--- config.mk ---
export PLATFORM = sky130hd
export DESIGN_NAME = clk_skew_gen
export DESIGN_NICKNAME = d
export VERILOG_FILES = /design/src/rtl/skew_pkg.sv /design/src/rtl/skew_timebase.sv /design/src/rtl/skew_bank.sv /design/src/rtl/clk_skew_gen.sv
export SDC_FILE = /design/constraint.sdc
export NUM_CORES = 1
export LEC_CHECK = 0
export BUFFER_PORTS_ARGS = -buffer_cell sky130_fd_sc_hd__buf_2
export CORE_MARGIN = 1
export CORE_UTILIZATION = 55
export CTS_BUF_LIST = sky130_fd_sc_hd__clkbuf_4
export CTS_CLUSTER_DIAMETER = 100
export DETAILED_ROUTE_END_ITERATION = 6
export PLACE_DENSITY = 0.81
export SYNTH_ARGS = -nofsm -noshare
export SYNTH_HDL_FRONTEND = slang
export SYNTH_SLANG_ARGS = --single-unit
--- constraint.sdc ---
create_clock -name clk -period 8.85 [get_ports clk]
set_clock_uncertainty 0.2 [all_clocks]
set_input_delay 2.655 -clock clk [delete_from_list [all_inputs] [get_ports clk]]
set_output_delay 2.655 -clock clk [all_outputs]
set_load 0.01 [all_outputs]
--- src/rtl/skew_pkg.sv ---
package skew_pkg;

  // What a bank does with its HH code when its step is doubled
  typedef enum logic [1:0] {HH_SHIFT, HH_DIV4, HH_INV} hh_kind_t;

  // Per-bank waveform source
  typedef enum logic [1:0] {SRC_SHIFT, SRC_DIV2, SRC_DIV4, SRC_INV} src_t;

  // Three-level digit to 0/1/2; the unused pattern reads as mid
  function automatic logic [1:0] level_of(input logic [1:0] d);
    case (d)
      2'b00:   return 2'd0;
      2'b10:   return 2'd2;
      default: return 2'd1;
    endcase
  endfunction

  // Two digits to an index 0..8 (first digit weighs three)
  function automatic logic [3:0] code_index(input logic [3:0] c);
    logic [3:0] hi;
    hi = {2'b00, level_of(c[3:2])};
    return (hi << 1) + hi + {2'b00, level_of(c[1:0])};
  endfunction

  function automatic bit wide_step_for(input int b);
    return b >= 2;
  endfunction

  function automatic hh_kind_t hh_kind_for(input int b);
    if (b == 2) return HH_DIV4;
    if (b == 3) return HH_INV;
    return HH_SHIFT;
  endfunction

endpackage

--- src/rtl/skew_timebase.sv ---
module skew_timebase #(
  parameter int MF_LOW  = 32,
  parameter int MF_MID  = 16,
  parameter int MF_HIGH = 8,
  localparam int MFW    = $clog2(MF_LOW) + 1
) (
  input  logic           clk,
  input  logic           rst,
  input  logic [1:0]     range_sel,
  input  logic           edge_sel,
  output logic [MFW-1:0] cnt,
  output logic [MFW-1:0] mf,
  output logic           edge_act,
  output logic           bound,
  output logic [1:0]     div_nxt
);

  logic [MFW-1:0] mf_sel;
  logic [1:0]     div_r;
  logic           rise;

  always_comb begin
    case (range_sel)
      2'b00:   mf_sel = MFW'(MF_LOW);
      2'b10:   mf_sel = MFW'(MF_HIGH);
      default: mf_sel = MFW'(MF_MID);
    endcase
  end

  assign bound   = (cnt == mf - MFW'(1));
  assign rise    = edge_act ? (cnt == (mf >> 1)) : (cnt == '0);
  assign div_nxt = div_r + {1'b0, rise};

  always_ff @(posedge clk) begin
    if (rst) begin
      cnt      <= '0;
      mf       <= mf_sel;
      edge_act <= edge_sel;
      div_r    <= '0;
    end else begin
      div_r <= div_nxt;
      if (bound) begin
        cnt      <= '0;
        mf       <= mf_sel;
        edge_act <= edge_sel;
      end else begin
        cnt <= cnt + MFW'(1);
      end
    end
  end

endmodule

--- src/rtl/skew_bank.sv ---
module skew_bank
  import skew_pkg::*;
#(
  parameter int       MFW  = 6,
  parameter int       OUTS = 2,
  parameter bit       WIDE = 1'b0,
  parameter hh_kind_t HH   = HH_SHIFT,
  localparam int      SW   = MFW + 2
) (
  input  logic            clk,
  input  logic            rst,
  input  logic            bound,
  input  logic [3:0]      code_in,
  input  logic            en,
  input  logic [MFW-1:0]  cnt,
  input  logic [MFW-1:0]  mf,
  input  logic            edge_act,
  input  logic [1:0]      div_nxt,
  output logic [3:0]      code_act,
  output logic [OUTS-1:0] q
);

  logic [3:0]           idx;
  logic signed [SW-1:0] sidx, off, s, cnt_s, mf_s;
  logic [MFW-1:0]       half;
  logic                 ref_lvl, shift_lvl, val;
  src_t                 src;

  assign idx  = code_index(code_act);
  assign sidx = $signed({{(SW-4){1'b0}}, idx}) - $signed(SW'(4));

  generate
    if (WIDE) begin : g_wide
      assign off = sidx <<< 1;
    end else begin : g_narrow
      assign off = sidx;
    end
  endgenerate

  always_comb begin
    src = SRC_SHIFT;
    if (WIDE && idx == 4'd0) begin
      src = SRC_DIV2;
    end else if (WIDE && idx == 4'd8) begin
      case (HH)
        HH_DIV4: src = SRC_DIV4;
        HH_INV:  src = SRC_INV;
        default: src = SRC_SHIFT;
      endcase
    end
  end

  assign cnt_s = $signed({2'b00, cnt});
  assign mf_s  = $signed({2'b00, mf});
  assign half  = mf >> 1;

  // Position inside the period after the shift, wrapped once
  always_comb begin
    s = cnt_s - off;
    if (s < 0)
      s = s + mf_s;
    else if (s >= mf_s)
      s = s - mf_s;
  end

  assign ref_lvl   = (cnt < half) ^ edge_act;
  assign shift_lvl = (s[MFW-1:0] < half) ^ edge_act;

  always_comb begin
    case (src)
      SRC_DIV2: val = div_nxt[0];
      SRC_DIV4: val = div_nxt[1];
      SRC_INV:  val = ~ref_lvl;
      default:  val = shift_lvl;
    endcase
  end

  always_ff @(posedge clk) begin
    if (rst || bound) code_act <= code_in;
  end

  // One flop per output pin so each pin has its own driver
  generate
    for (genvar o = 0; o < OUTS; o++) begin : g_pin
      always_ff @(posedge clk) begin
        if (rst) q[o] <= 1'b0;
        else     q[o] <= en & val;
      end
    end
  endgenerate

endmodule

--- src/rtl/clk_skew_gen.sv ---
module clk_skew_gen
  import skew_pkg::*;
#(
  parameter int  NUM_BANKS = 4,
  parameter int  OUTS      = 2,
  parameter int  MF_LOW    = 32,
  parameter int  MF_MID    = 16,
  parameter int  MF_HIGH   = 8,
  localparam int MFW       = $clog2(MF_LOW) + 1,
  localparam int CODE_W    = 4
) (
  input  logic                      clk,
  input  logic                      rst,
  input  logic [1:0]                range_sel,
  input  logic                      edge_sel,
  input  logic [NUM_BANKS*CODE_W-1:0] bank_code,
  input  logic [NUM_BANKS-1:0]      out_en,
  output logic [NUM_BANKS*OUTS-1:0] clk_out
);

  logic [MFW-1:0]              cnt_w, mf_w;
  logic                        edge_w, bound_w;
  logic [1:0]                  div_w;
  logic [NUM_BANKS*CODE_W-1:0] code_act_w;

  skew_timebase #(
    .MF_LOW (MF_LOW),
    .MF_MID (MF_MID),
    .MF_HIGH(MF_HIGH)
  ) u_timebase (
    .clk      (clk),
    .rst      (rst),
    .range_sel(range_sel),
    .edge_sel (edge_sel),
    .cnt      (cnt_w),
    .mf       (mf_w),
    .edge_act (edge_w),
    .bound    (bound_w),
    .div_nxt  (div_w)
  );

  generate
    for (genvar b = 0; b < NUM_BANKS; b++) begin : g_bank
      skew_bank #(
        .MFW (MFW),
        .OUTS(OUTS),
        .WIDE(wide_step_for(b)),
        .HH  (hh_kind_for(b))
      ) u_bank (
        .clk     (clk),
        .rst     (rst),
        .bound   (bound_w),
        .code_in (bank_code[b*CODE_W +: CODE_W]),
        .en      (out_en[b]),
        .cnt     (cnt_w),
        .mf      (mf_w),
        .edge_act(edge_w),
        .div_nxt (div_w),
        .code_act(code_act_w[b*CODE_W +: CODE_W]),
        .q       (clk_out[b*OUTS +: OUTS])
      );
    end
  endgenerate

endmodule

== After elaboration in Yosys (flattened, before gate mapping) ==
Index checks and enable logic that the tools add are counted.
Storage, ports and cells
  output and inout bits: 8
  logic and storage cells: 124
  bits of input ports: 25
  register bits: 35
Cells by class
  reduce and logical (&&, ||, !) cells: 15
  order comparisons: 13
  mux-type cells: 28
  bitwise gates (word level): 10
  eq/ne operators: 19
  $add $sub $neg: 27
Operators with widths (number)
  $mux 6: 10
  $ge 8x7->1: 4
  $lt 8x1->1 const B: 4
  $pmux 2 s2: 8
  $lt 6x5->1: 5
  $eq 2x2->1 const B: 13
  $add 6x6->6: 4
  $sub 6x6->6: 4
  $sub 4x3->5 const B: 4
  $logic_not 2->1: 9
  $add 3x2->4: 4
  $add 4x2->4: 4
  $sub 7x5->8: 2
  $sub 7x6->8: 2
  $pmux 6 s2: 1
  $eq 4x4->1 const B: 2
  $logic_not 4->1: 2
  $mux 2: 4
  $add 6x1->6 const B: 1
  $eq 6x5->1: 1
  $eq 6x6->1: 1
  $logic_not 6->1: 1
  $pmux 1 s3: 2
  $sub 6x1->6 const B: 1
  other kinds (9): 19

== Logic depth before layout (Yosys ltp) ==
Gate-level depths: netlist (run 1).
  word-level depth: 13
  mapped depth: 30
  mapped depth without buffers: 30

== Modules after synthesis ==
A second synthesis (run 1) with hierarchy kept.
Second synthesis, totals
  cells, all modules: 739
  area, all modules: 6144.6 sq um
Modules (own cells, without submodules)
  skew_bank (g_bank[0].u_bank): seq. area each 140.1 sq um, cells an instance 168, area an instance 1391.3 sq um, instances 1
  skew_bank (g_bank[1].u_bank): seq. area each 140.1 sq um, cells an instance 171, area an instance 1387.6 sq um, instances 1
  skew_bank (g_bank[3].u_bank): seq. area each 140.1 sq um, cells an instance 167, area an instance 1378.8 sq um, instances 1
  skew_bank (g_bank[2].u_bank): seq. area each 140.1 sq um, cells an instance 171, area an instance 1356.3 sq um, instances 1
  skew_timebase: seq. area each 280.3 sq um, cells an instance 62, area an instance 630.6 sq um, instances 1

== Worst setup path before layout (run 1) ==
Ideal clock, no wire load.
  path kind: reg2reg
  from: register g_bank[3].u_bank.code_act[2]
  to: register g_bank[3].u_bank.q[0]
  path slack: 3.720 ns
  setup time: 0.119 ns
  arrival: 4.811 ns
  clock period less this slack: 5.130 ns
  cell stages (with the launch flop): 29
  buffers on the path: 0
  required time: 8.531 ns
  cell sequence: edfxtp_1 nand2b_1 inv_1 ha_1 ha_1 inv_1 fa_1 xor2_1 ha_1 o21a_1 o31a_1 a21o_1 inv_1 ha_1 o311a_1 nor3_1 mux2_2 nor2_1 a21oi_1 o21ai_1 ha_1 a21boi_1 o21ai_0 nand2b_1 a21oi_1 nand3_1 o32ai_2 xnor2_1 a21oi_1
Between the ends
  cells in the longest elaborated chain, start to end: 13
  elaborated cells between the ends (all ways): 24
  those cells by class: add/sub (6); order compare (3); eq/ne (5); mux (6); bitwise (2); reduce/logical (2)
RTL lines
  start, declared: line skew_bank.sv:19  | output logic [3:0] code_act,
  start signal, assigned: line skew_bank.sv:79  | if (rst || bound) code_act <= code_in;
  $eq 2x2->1 / $logic_not 2->1 (equally long branches): line skew_pkg.sv:11  | case (d)
  $pmux 2 s2 *: line skew_pkg.sv:11
  $add 3x2->4 *: line skew_pkg.sv:22  | return (hi << 1) + hi + {2'b00, level_of(c[1:0])};
  $add 4x2->4 *: line skew_pkg.sv:22
  $sub 4x3->5: line skew_bank.sv:30  | assign sidx = $signed({{(SW-4){1'b0}}, idx}) - $signed(SW'(4));
  $sub 7x6->8: line skew_bank.sv:59  | s = cnt_s - off;
  $ge 8x7->1 / $sub 6x6->6 (equally long branches): line skew_bank.sv:62, skew_bank.sv:63
  $mux 6: line skew_bank.sv:62  | else if (s >= mf_s)
  $mux 6: line skew_bank.sv:60  | if (s < 0)
  $lt 6x5->1: line skew_bank.sv:67  | assign shift_lvl = (s[MFW-1:0] < half) ^ edge_act;
  $xor 1x1->1: line skew_bank.sv:67
  $pmux 1 s3 *: line skew_bank.sv:70  | case (src)
  $and 1x1->1 *: line skew_bank.sv:87  | else q[o] <= en & val;
  end signal, assigned by index: line skew_bank.sv:87
  end, declared: line skew_bank.sv:20  | output logic [OUTS-1:0] q
Every way passes the cells marked *; elsewhere a longest branch is shown, timed or not.
A chain may end at the register's enable or synchronous reset.

== Worst setup path after layout (run 1) ==
  from: register g_bank[0].u_bank.code_act[0]
  to: register g_bank[0].u_bank.q[0]
Between the ends
  cells in the longest elaborated chain, start to end: 11
  elaborated cells between the ends (all ways): 15
  those cells by class: add/sub (5); order compare (3); eq/ne (1); mux (3); bitwise (2); reduce/logical (1)
RTL lines (line)
  start, declared: skew_bank.sv:19
  start signal, assigned: skew_bank.sv:79
  $eq 2x2->1 / $logic_not 2->1 (equally long branches): skew_pkg.sv:11
  $pmux 2 s2 *: skew_pkg.sv:11
  $add 4x2->4 *: skew_pkg.sv:22
  $sub 4x3->5 *: skew_bank.sv:30
  $sub 7x5->8 *: skew_bank.sv:59
  $ge 8x7->1 / $sub 6x6->6 (equally long branches): skew_bank.sv:62, skew_bank.sv:63
  $mux 6: skew_bank.sv:62
  $mux 6 *: skew_bank.sv:60
  $lt 6x5->1 *: skew_bank.sv:67
  $xor 1x1->1 *: skew_bank.sv:67
  $and 1x1->1 *: skew_bank.sv:87
  end signal, assigned by index: skew_bank.sv:87
  end, declared: skew_bank.sv:20
Marks and branches as above.

==> results of run 1 <==
==> sequential cells by signal, indices dropped and copies added, names as in the netlist <==
signal,cells
g_bank.u_bank.q,4
g_bank.u_bank.code_act,16
u_timebase.edge_act,1
u_timebase.cnt,6
u_timebase.mf,3
u_timebase.div_r,2
==> Yosys cell counts (all sizes together), types with 4 or more instances <==
library cell	n	area, sq um
ha	74	926
inv	49	184
nor2	43	161
a21oi	29	153
xnor2	25	219
o21ai	21	105
edfxtp	20	601
nand2	19	73.8
nand2b	16	100
xor2	15	150
fa	14	280
nor3	13	70.1
dfxtp	12	240
nor2b	9	56.3
a31oi	8	50.1
a21o	6	45.0
clkbuf	6	22.5
nand3	6	30.0
o211ai	6	50.1
o21a	6	45.0
a211oi	5	42.5
and2	5	33.8
buf	5	41.3
mux2i	5	50.1
and3	4	25.0
nand3b	4	30.0
o41ai	4	42.6
==> worst min path at each step <==
stage | startpoint | endpoint | slack [ns] | cells past startpoint
final | u_timebase.cnt[0] | u_timebase.cnt[0] | 0.31 | 1
after global routing | u_timebase.cnt[0] | u_timebase.cnt[0] | 0.33 | 1
after CTS | u_timebase.cnt[0] | u_timebase.cnt[0] | 0.31 | 1
after detailed placement | u_timebase.cnt[0] | u_timebase.cnt[0] | 0.28 | 1
after global placement | u_timebase.cnt[0] | u_timebase.cnt[0] | 0.27 | 1
after floorplan | u_timebase.cnt[0] | u_timebase.cnt[0] | 0.23 | 1
==> power groups by stage <==
stage	clock (uW)	combinational (uW)	sequential, uW
after floorplan	0	368	185
after global placement	0	435	186
after detailed placement	0	457	187
after CTS	97.0	460	183
after global routing	102	523	185
final	94.2	458	183
==> metal layers <==
metal  routed length [um]  track usage  up-vias
li1                     -            -     1735
met1                 3780        0.267     1644
met2                 4560        0.430       60
met3                  413       0.0388       12
met4                  123       0.0736        0
met5                    0            0        -
==> area by class of cell <==
class,count,share of cell area
multi-input combinational,379,0.691
sequential,32,0.187
inverter,51,0.0425
timing repair buffer,34,0.0389
tap,99,0.0275
clock buffer,6,0.00999
clock inverter,2,0.00361
==> stage by stage <==
| step | cell area [sq um] | hold slack, ns | setup slack [ns] | util | cells |
|---|---|---|---|---|---|
| 2_1_floorplan | 4210 | 0.234 | 3.72 | - | 473 |
| 3_3_place_gp | 4450 | 0.267 | 3.22 | 0.607 | 595 |
| 3_5_place_dp | 4450 | 0.284 | 3.09 | 0.607 | 595 |
| 4_1_cts | 4510 | 0.312 | 3.04 | 0.615 | 603 |
| 5_1_grt | 4510 | 0.335 | 2.67 | 0.615 | 603 |
| 6_report | 4510 | 0.313 | 3.05 | 0.615 | 603 |
==> kinds of logic after synthesis <==
family	after synthesis
XOR/XNOR	40
buffers and inverters	62
AO/OA/AOI/OAI	107
flip-flops	32
adder cells (fa/ha/maj)	88
multiplexers	8
AND/OR/NAND/NOR	136
==> results.py, run 1 <==
metrics = {
    "timing": {
        "worst_pin_slew_ns": 0.615,
        "finalSetupTns_ns": 0,
        "min_period_over_period": 0.655,
        "slew_viol_final": 0,
        "timing.slew.headroom": 0.590,
        "setup_viol": 0,
        "rsz0062_at_grt": "false",
        "min_period_ns": 5.80,
        "fmax_mhz": 172,
        "hold_violations": 0,
    },
    "yosys": {
        "synthArstFlopShare": 0,
        "synth-edff-count": 20,
        "synth-xor-area-share": 0.0877,
        "synthCells": 473,
        "ys_seq_area_frac": 0.200,
        "yosysWarnings": 0,
        "synth-compound-area-share": 0.177,
        "synthAdderAreaFrac": 0.287,
        "synth_mux_area_frac": 0.0199,
        "syn-cell-area_sq_um": 4210,
        "synthSimpleGateAreaFrac": 0.168,
        "ys_types": 64,
        "synth_flop_cell": "edfxtp_1",
        "synth_nets": 586,
        "avgSynthCellArea_sq_um": 8.90,
        "synth_top_family_by_area": "adder cells",
        "synth-seq-cells": 32,
    },
    "route": {
        "drc": 0,
        "drt-pass1-iter-count": 5,
        "dr_total_vias": 3451,
        "wl_per_cell_um": 14.7,
        "viasPerCell": 5.72,
        "drtIter0Drc": 169,
        "postRouteAntennaNets": 0,
        "wl_um": 8890,
    },
    "worst_setup_path": {
        "path_common_cell": "ha_1",
        "critical_path_depth": 21,
        "cp_cell_sequence": "nand2b_1, xnor2_1, ha_1, ha_1, or3_1, ha_1, a21o_1, a31oi_1, xnor2_1, ha_1, nor2b_1, a221o_1, o21bai_1, o22ai_1, a221oi_1, ha_1, a21oi_1, o21a_1, o211ai_2, a21oi_2, mux2i_1",
        "path_max_fanout": 11,
        "path_buf_inv": 0,
        "crit_path_end": "g_bank[0].u_bank.q[0]",
        "rrSetupSlack_ns": 3.05,
        "crit_path_start_kind": "flop",
        "worstSetupPathType": "reg -> reg",
        "crit_required_ns": 8.95,
        "slowest_stage": "or3_1",
        "reg2reg_to": "g_bank[0].u_bank.q[0]",
        "cp_top_family": "compound AO/OA/AOI/OAI gates",
        "r2r_start": "g_bank[0].u_bank.code_act[0]",
        "crit_start": "g_bank[0].u_bank.code_act[0]",
        "arrival_ns": 5.89,
        "critical-path-max-stage-delay_ns": 0.58,
        "reg2regPathDepth": 21,
        "worstSetupEndpointType": "flop",
    },
    "place": {
        "dp_hpwl_um": 7060,
        "port_buffers": 32,
        "routabilityCongestion": 0.816,
    },
    "run_status": {
        "status": "completed",
    },
    "clock_tree": {
        "numCtsBuffers": 5,
        "cts_tree": "done",
        "cts_resized": 0,
        "cts_sinks": 32,
        "cts_hold_buffers": 0,
        "clock_latency_ns": 0.36,
        "h-tree-depth": 2,
        "ctsRootBufferMaster": "clkbuf_4",
        "cts_max_path_buffers": 2,
        "path_clk_slew_ns": 0.12,
        "post_cts_buffers": 0,
    },
    "finish": {
        "drive_above_1_share": 0.129,
        "final_cell_mix": "ha_1 (74), inv_1 (44), nor2_1 (43)",
        "synthToLayoutAreaGrowth_pct": 7.14,
        "seq_area_sq_um": 841,
        "mostFrequentLayoutCell": "ha_1",
        "fill_cells": 602,
        "multi_input_area_sq_um": 3120,
        "num_antenna_cells": 0,
        "nets": 616,
    },
    "die": {
        "initial_core_util": 0.574,
        "die_w_um": 89.5,
        "dieHeight_um": 89.5,
        "io_pins": 33,
        "fp-row-count": 31,
        "design.die.area_sq_um": 8000,
        "coreArea_sq_um": 7330,
    },
    "pwr": {
        "intPower_uw": 410,
        "p_sw_frac": 0.442,
        "p_leak_uw": 0.00206,
        "clockPowerShare": 0.128,
        "switchingPower_uw": 325,
        "comb_power_share": 0.623,
        "total_power_uw": 736,
        "p_per_area_nw_per_um2": 163,
        "seqPwrFrac": 0.249,
        "peakVddDrop_v": 0.0000814,
    },
    "global_routing": {
        "overflow": 0,
        "antenna_found_initial": 0,
        "grt_max_degree": 16,
        "grt_pass1_vias": 3208,
        "grt.total_usage": 0.231,
        "grt_first_pass_wirelength_um": 14100,
    },
    "worst_hold_path": {
        "hp-class": "reg -> reg",
    },
    "flow_run": {
        "drv_cap": 0,
    },
}
Note: power is estimated with default switching activity, not from simulation.
==> run 2: changes to the inputs <==
--- a/config.mk
+++ b/config.mk
@@ -5,13 +5,14 @@
 export SDC_FILE = /design/constraint.sdc
 export NUM_CORES = 1
 export LEC_CHECK = 0
+export ABC_AREA = 1
 export BUFFER_PORTS_ARGS = -buffer_cell sky130_fd_sc_hd__buf_2
 export CORE_MARGIN = 1
 export CORE_UTILIZATION = 55
 export CTS_BUF_LIST = sky130_fd_sc_hd__clkbuf_4
 export CTS_CLUSTER_DIAMETER = 100
 export DETAILED_ROUTE_END_ITERATION = 6
-export PLACE_DENSITY = 0.81
+export PLACE_DENSITY = 0.84
 export SYNTH_ARGS = -nofsm -noshare
 export SYNTH_HDL_FRONTEND = slang
 export SYNTH_SLANG_ARGS = --single-unit
==> constraint.sdc (replaced) <==
create_clock -name clk -period 4.71 [get_ports clk]
set_clock_uncertainty 0.2 [all_clocks]
set_input_delay 1.413 -clock clk [delete_from_list [all_inputs] [get_ports clk]]
set_output_delay 1.413 -clock clk [all_outputs]
set_load 0.01 [all_outputs]
==> run 2 against run 1 <==
Effect of this change: count of clock-buffer cells in the layout stayed put; hold slack gained 0.032 ns; power rose by 120%; register-to-register slack got worse by 3.3 ns; the run now ends with setup timing left; die area fell by 1.9%; flip-flop and latch count stayed put; sequential share of layout area fell by 3.2 points; final cell count increased by 21%; routed wire length is 33% higher; core utilization up 14 points; maximum frequency rose by 17%; critical path depth is 9 higher; largest cell class unchanged.
==> results.py, run 2 <==
metrics = {
    "yosys": {
        "avgSynthCellArea_sq_um": 7.90,
        "synth-xor-area-share": 0.0737,
        "yosysMostFrequentCell": "nand2_1",
        "syn-cell-area_sq_um": 4120,
        "synth_top_family_by_area": "adder cells",
        "synthCells": 522,
        "synth_area_leaders": "ha_1 (22%), edfxtp_1 (15%), nand2_1 (8.6%)",
        "synth_top_cell_by_area": "ha_1",
        "synth_flop_cell": "edfxtp_1",
        "synth_common_cells": "nand2_1 (95), inv_1 (92), ha_1 (74)",
        "synthAdderAreaFrac": 0.292,
        "synth_nets": 635,
        "synth-edff-count": 20,
        "ys_seq_area_frac": 0.204,
        "synth-compound-area-share": 0.0907,
        "synth_top_area_frac": 0.225,
        "ys_types": 43,
        "yosysWarnings": 0,
        "synth-seq-cells": 32,
        "synth_mux_area_frac": 0.00516,
        "synthArstFlopShare": 0,
        "synthSimpleGateAreaFrac": 0.233,
    },
    "global_routing": {
        "grt.total_usage": 0.295,
        "grt_first_pass_wirelength_um": 17700,
        "grt_pass1_vias": 4113,
        "grt_max_degree": 16,
        "overflow": 0,
        "antenna_found_initial": 0,
    },
    "clock_tree": {
        "cts_max_path_buffers": 2,
        "clock_latency_ns": 0.35,
        "cts_hold_buffers": 0,
        "path_clk_slew_ns": 0.12,
        "numCtsBuffers": 5,
        "ctsRootBufferMaster": "clkbuf_4",
        "cts_sinks": 32,
        "h-tree-depth": 2,
        "cts_tree": "done",
    },
    "route": {
        "drc": 0,
        "postRouteAntennaNets": 0,
        "wl_per_cell_um": 16.3,
        "drtIter0Drc": 336,
        "dr_total_vias": 4030,
        "viasPerCell": 5.53,
        "wl_um": 11900,
        "drt-pass1-iter-count": 5,
    },
    "place": {
        "routabilityCongestion": 0.892,
        "port_buffers": 32,
        "dp.cells": 691,
        "dp_hpwl_um": 7550,
        "dp_worst_setup_slack_ns": -0.322,
    },
    "finish": {
        "stdcell_count": 729,
        "largest_register_ff_count": 16,
        "num_antenna_cells": 0,
        "reg_top3": "g_bank.u_bank.code_act x16, u_timebase.cnt x6, g_bank.u_bank.q x4",
        "top_register": "g_bank.u_bank.code_act",
        "nets": 742,
        "mostFrequentLayoutCell": "nand2_1",
        "fin_util": 0.750,
        "drive_above_1_share": 0.362,
        "synthToLayoutAreaGrowth_pct": 32.0,
        "final_cell_mix": "nand2_1 (84), buf_4 (77), inv_1 (76)",
    },
    "run_status": {
        "status": "finished, violations left",
        "violations": "setup timing",
    },
    "pwr": {
        "p_per_area_nw_per_um2": 302,
        "switchingPower_uw": 726,
        "p_sw_frac": 0.442,
        "seqPwrFrac": 0.207,
        "intPower_uw": 917,
        "peakVddDrop_v": 0.000249,
        "clockPowerShare": 0.100,
        "comb_power_share": 0.694,
        "p_leak_uw": 0.00276,
    },
    "worst_setup_path": {
        "path_buf_inv": 7,
        "cp_top_family": "adder cells",
        "reg2regPathDepth": 30,
        "crit_path_start_kind": "flop",
        "arrival_ns": 4.99,
        "worstSetupEndpointType": "flop",
        "path_max_fanout": 4,
        "path_common_cell": "nand2_1",
        "crit_required_ns": 4.76,
        "slowest_stage": "fa_2",
        "critical-path-max-stage-delay_ns": 0.57,
        "critical_path_depth": 30,
        "worstSetupPathType": "reg -> reg",
    },
    "die": {
        "die_w_um": 88.6,
        "coreArea_sq_um": 7250,
        "design.die.area_sq_um": 7850,
        "io_pins": 33,
        "dieHeight_um": 88.6,
        "fp-row-count": 31,
        "initial_core_util": 0.569,
    },
    "timing": {
        "min_period_over_period": 1.05,
        "slew_viol_final": 0,
        "whs_ns": 0.345,
        "worst_pin_slew_ns": 0.727,
        "hold_violations": 0,
        "finalSetupTns_ns": -0.612,
        "fmax_mhz": 202,
        "setup_ws_ns": -0.231,
        "timing.slew.headroom": 0.515,
        "setup_viol": 4,
        "min_period_ns": 4.94,
        "rsz0062_at_grt": "true",
    },
    "flow_run": {
        "drv_cap": 0,
    },
    "worst_hold_path": {
        "hp-class": "reg -> reg",
        "hold_depth": 1,
    },
}
run 2: changes by cell type after synthesis, moves of 7 or more:
| cell | previous run | this run |
|---|---|---|
| nand3_1 | 6 | 24 |
| a31oi_1 | 8 | 1 |
| nand2b_1 | 16 | 0 |
| nor2_1 | 43 | 34 |
| nor3_1 | 12 | 3 |
| nor2b_1 | 9 | 0 |
| inv_1 | 44 | 92 |
| nand2_1 | 18 | 95 |
| xnor2_1 | 25 | 11 |
run 2: layout make-up:
cell class | instances | area (sq um)
Multi-Input combinational cell | 383 | 3310
Fill cell | 457 | 1810
Sequential cell | 32 | 841
Timing Repair Buffer | 109 | 738
Inverter | 98 | 373
Tap cell | 99 | 124
Clock buffer | 6 | 45.0
Clock inverter | 2 | 7.51
run 2: final timing paths:
path	startpoint	to	slack [ns]
worst max-delay path	g_bank[2].u_bank.code_act[0]	g_bank[2].u_bank.q[0]	-0.23
worst min-delay path	u_timebase.cnt[0]	u_timebase.cnt[0]	0.35
worst max register to register	g_bank[2].u_bank.code_act[0]	g_bank[2].u_bank.q[0]	-0.23
worst min register to register	u_timebase.cnt[0]	u_timebase.cnt[0]	0.35
run 2: routing by layer:
metal / part of all wire / up-vias / wire length (um) / global-route usage
li1: - / 1906 / - / -
met1: 0.37 / 1890 / 4440 / 0.323
met2: 0.52 / 175 / 6170 / 0.553
met3: 0.055 / 59 / 648 / 0.0336
met4: 0.050 / 0 / 588 / 0.160
met5: 0 / - / 0 / 0
run 2: repair_timing:
action	in CTS	in global routing
setup buffers	22	8
gates resized for setup	41	43
endpoints found under the setup margin	4	4
pin swaps	35	53
run 2: cell families (layout without fill, tap and decap cells):
logic type                 count (synthesis)  count (layout)
AOI/OAI and AO/OA                         63              63
xor gates and xnor gates                  33              33
adders and majority gates                 88              88
buffers and inverters                    107             215
DFF                                       32              32
muxes                                      2               2
and+or+nand+nor                          197             197
run 2: stage by stage:
stage	area, sq um	total power [uW]
floorplan	4170	974
global placement	4770	1190
detailed placement	4770	1240
CTS	5190	1510
global route	5440	1770
finish	5440	1640
run 2: worst reg2reg max path: cells and delay by family, from the launching register on:
family / cells / cell delay, ns
xor+xnor: 2 / 0.32
buf+inv: 7 / 0.52
flops: 1 / 0.44
simple gates: 8 / 0.59
fa+ha+maj: 6 / 1.71
compound gates: 7 / 1.06
run 2: power groups by stage:
stage          registers, uW  clock network (uW)  logic, uW
6_report                 340                 164       1140
3_5_place_dp             344                   0        897
2_1_floorplan            343                   0        631
3_3_place_gp             343                   0        849
4_1_cts                  338                 162       1010
5_1_grt                  341                 175       1250
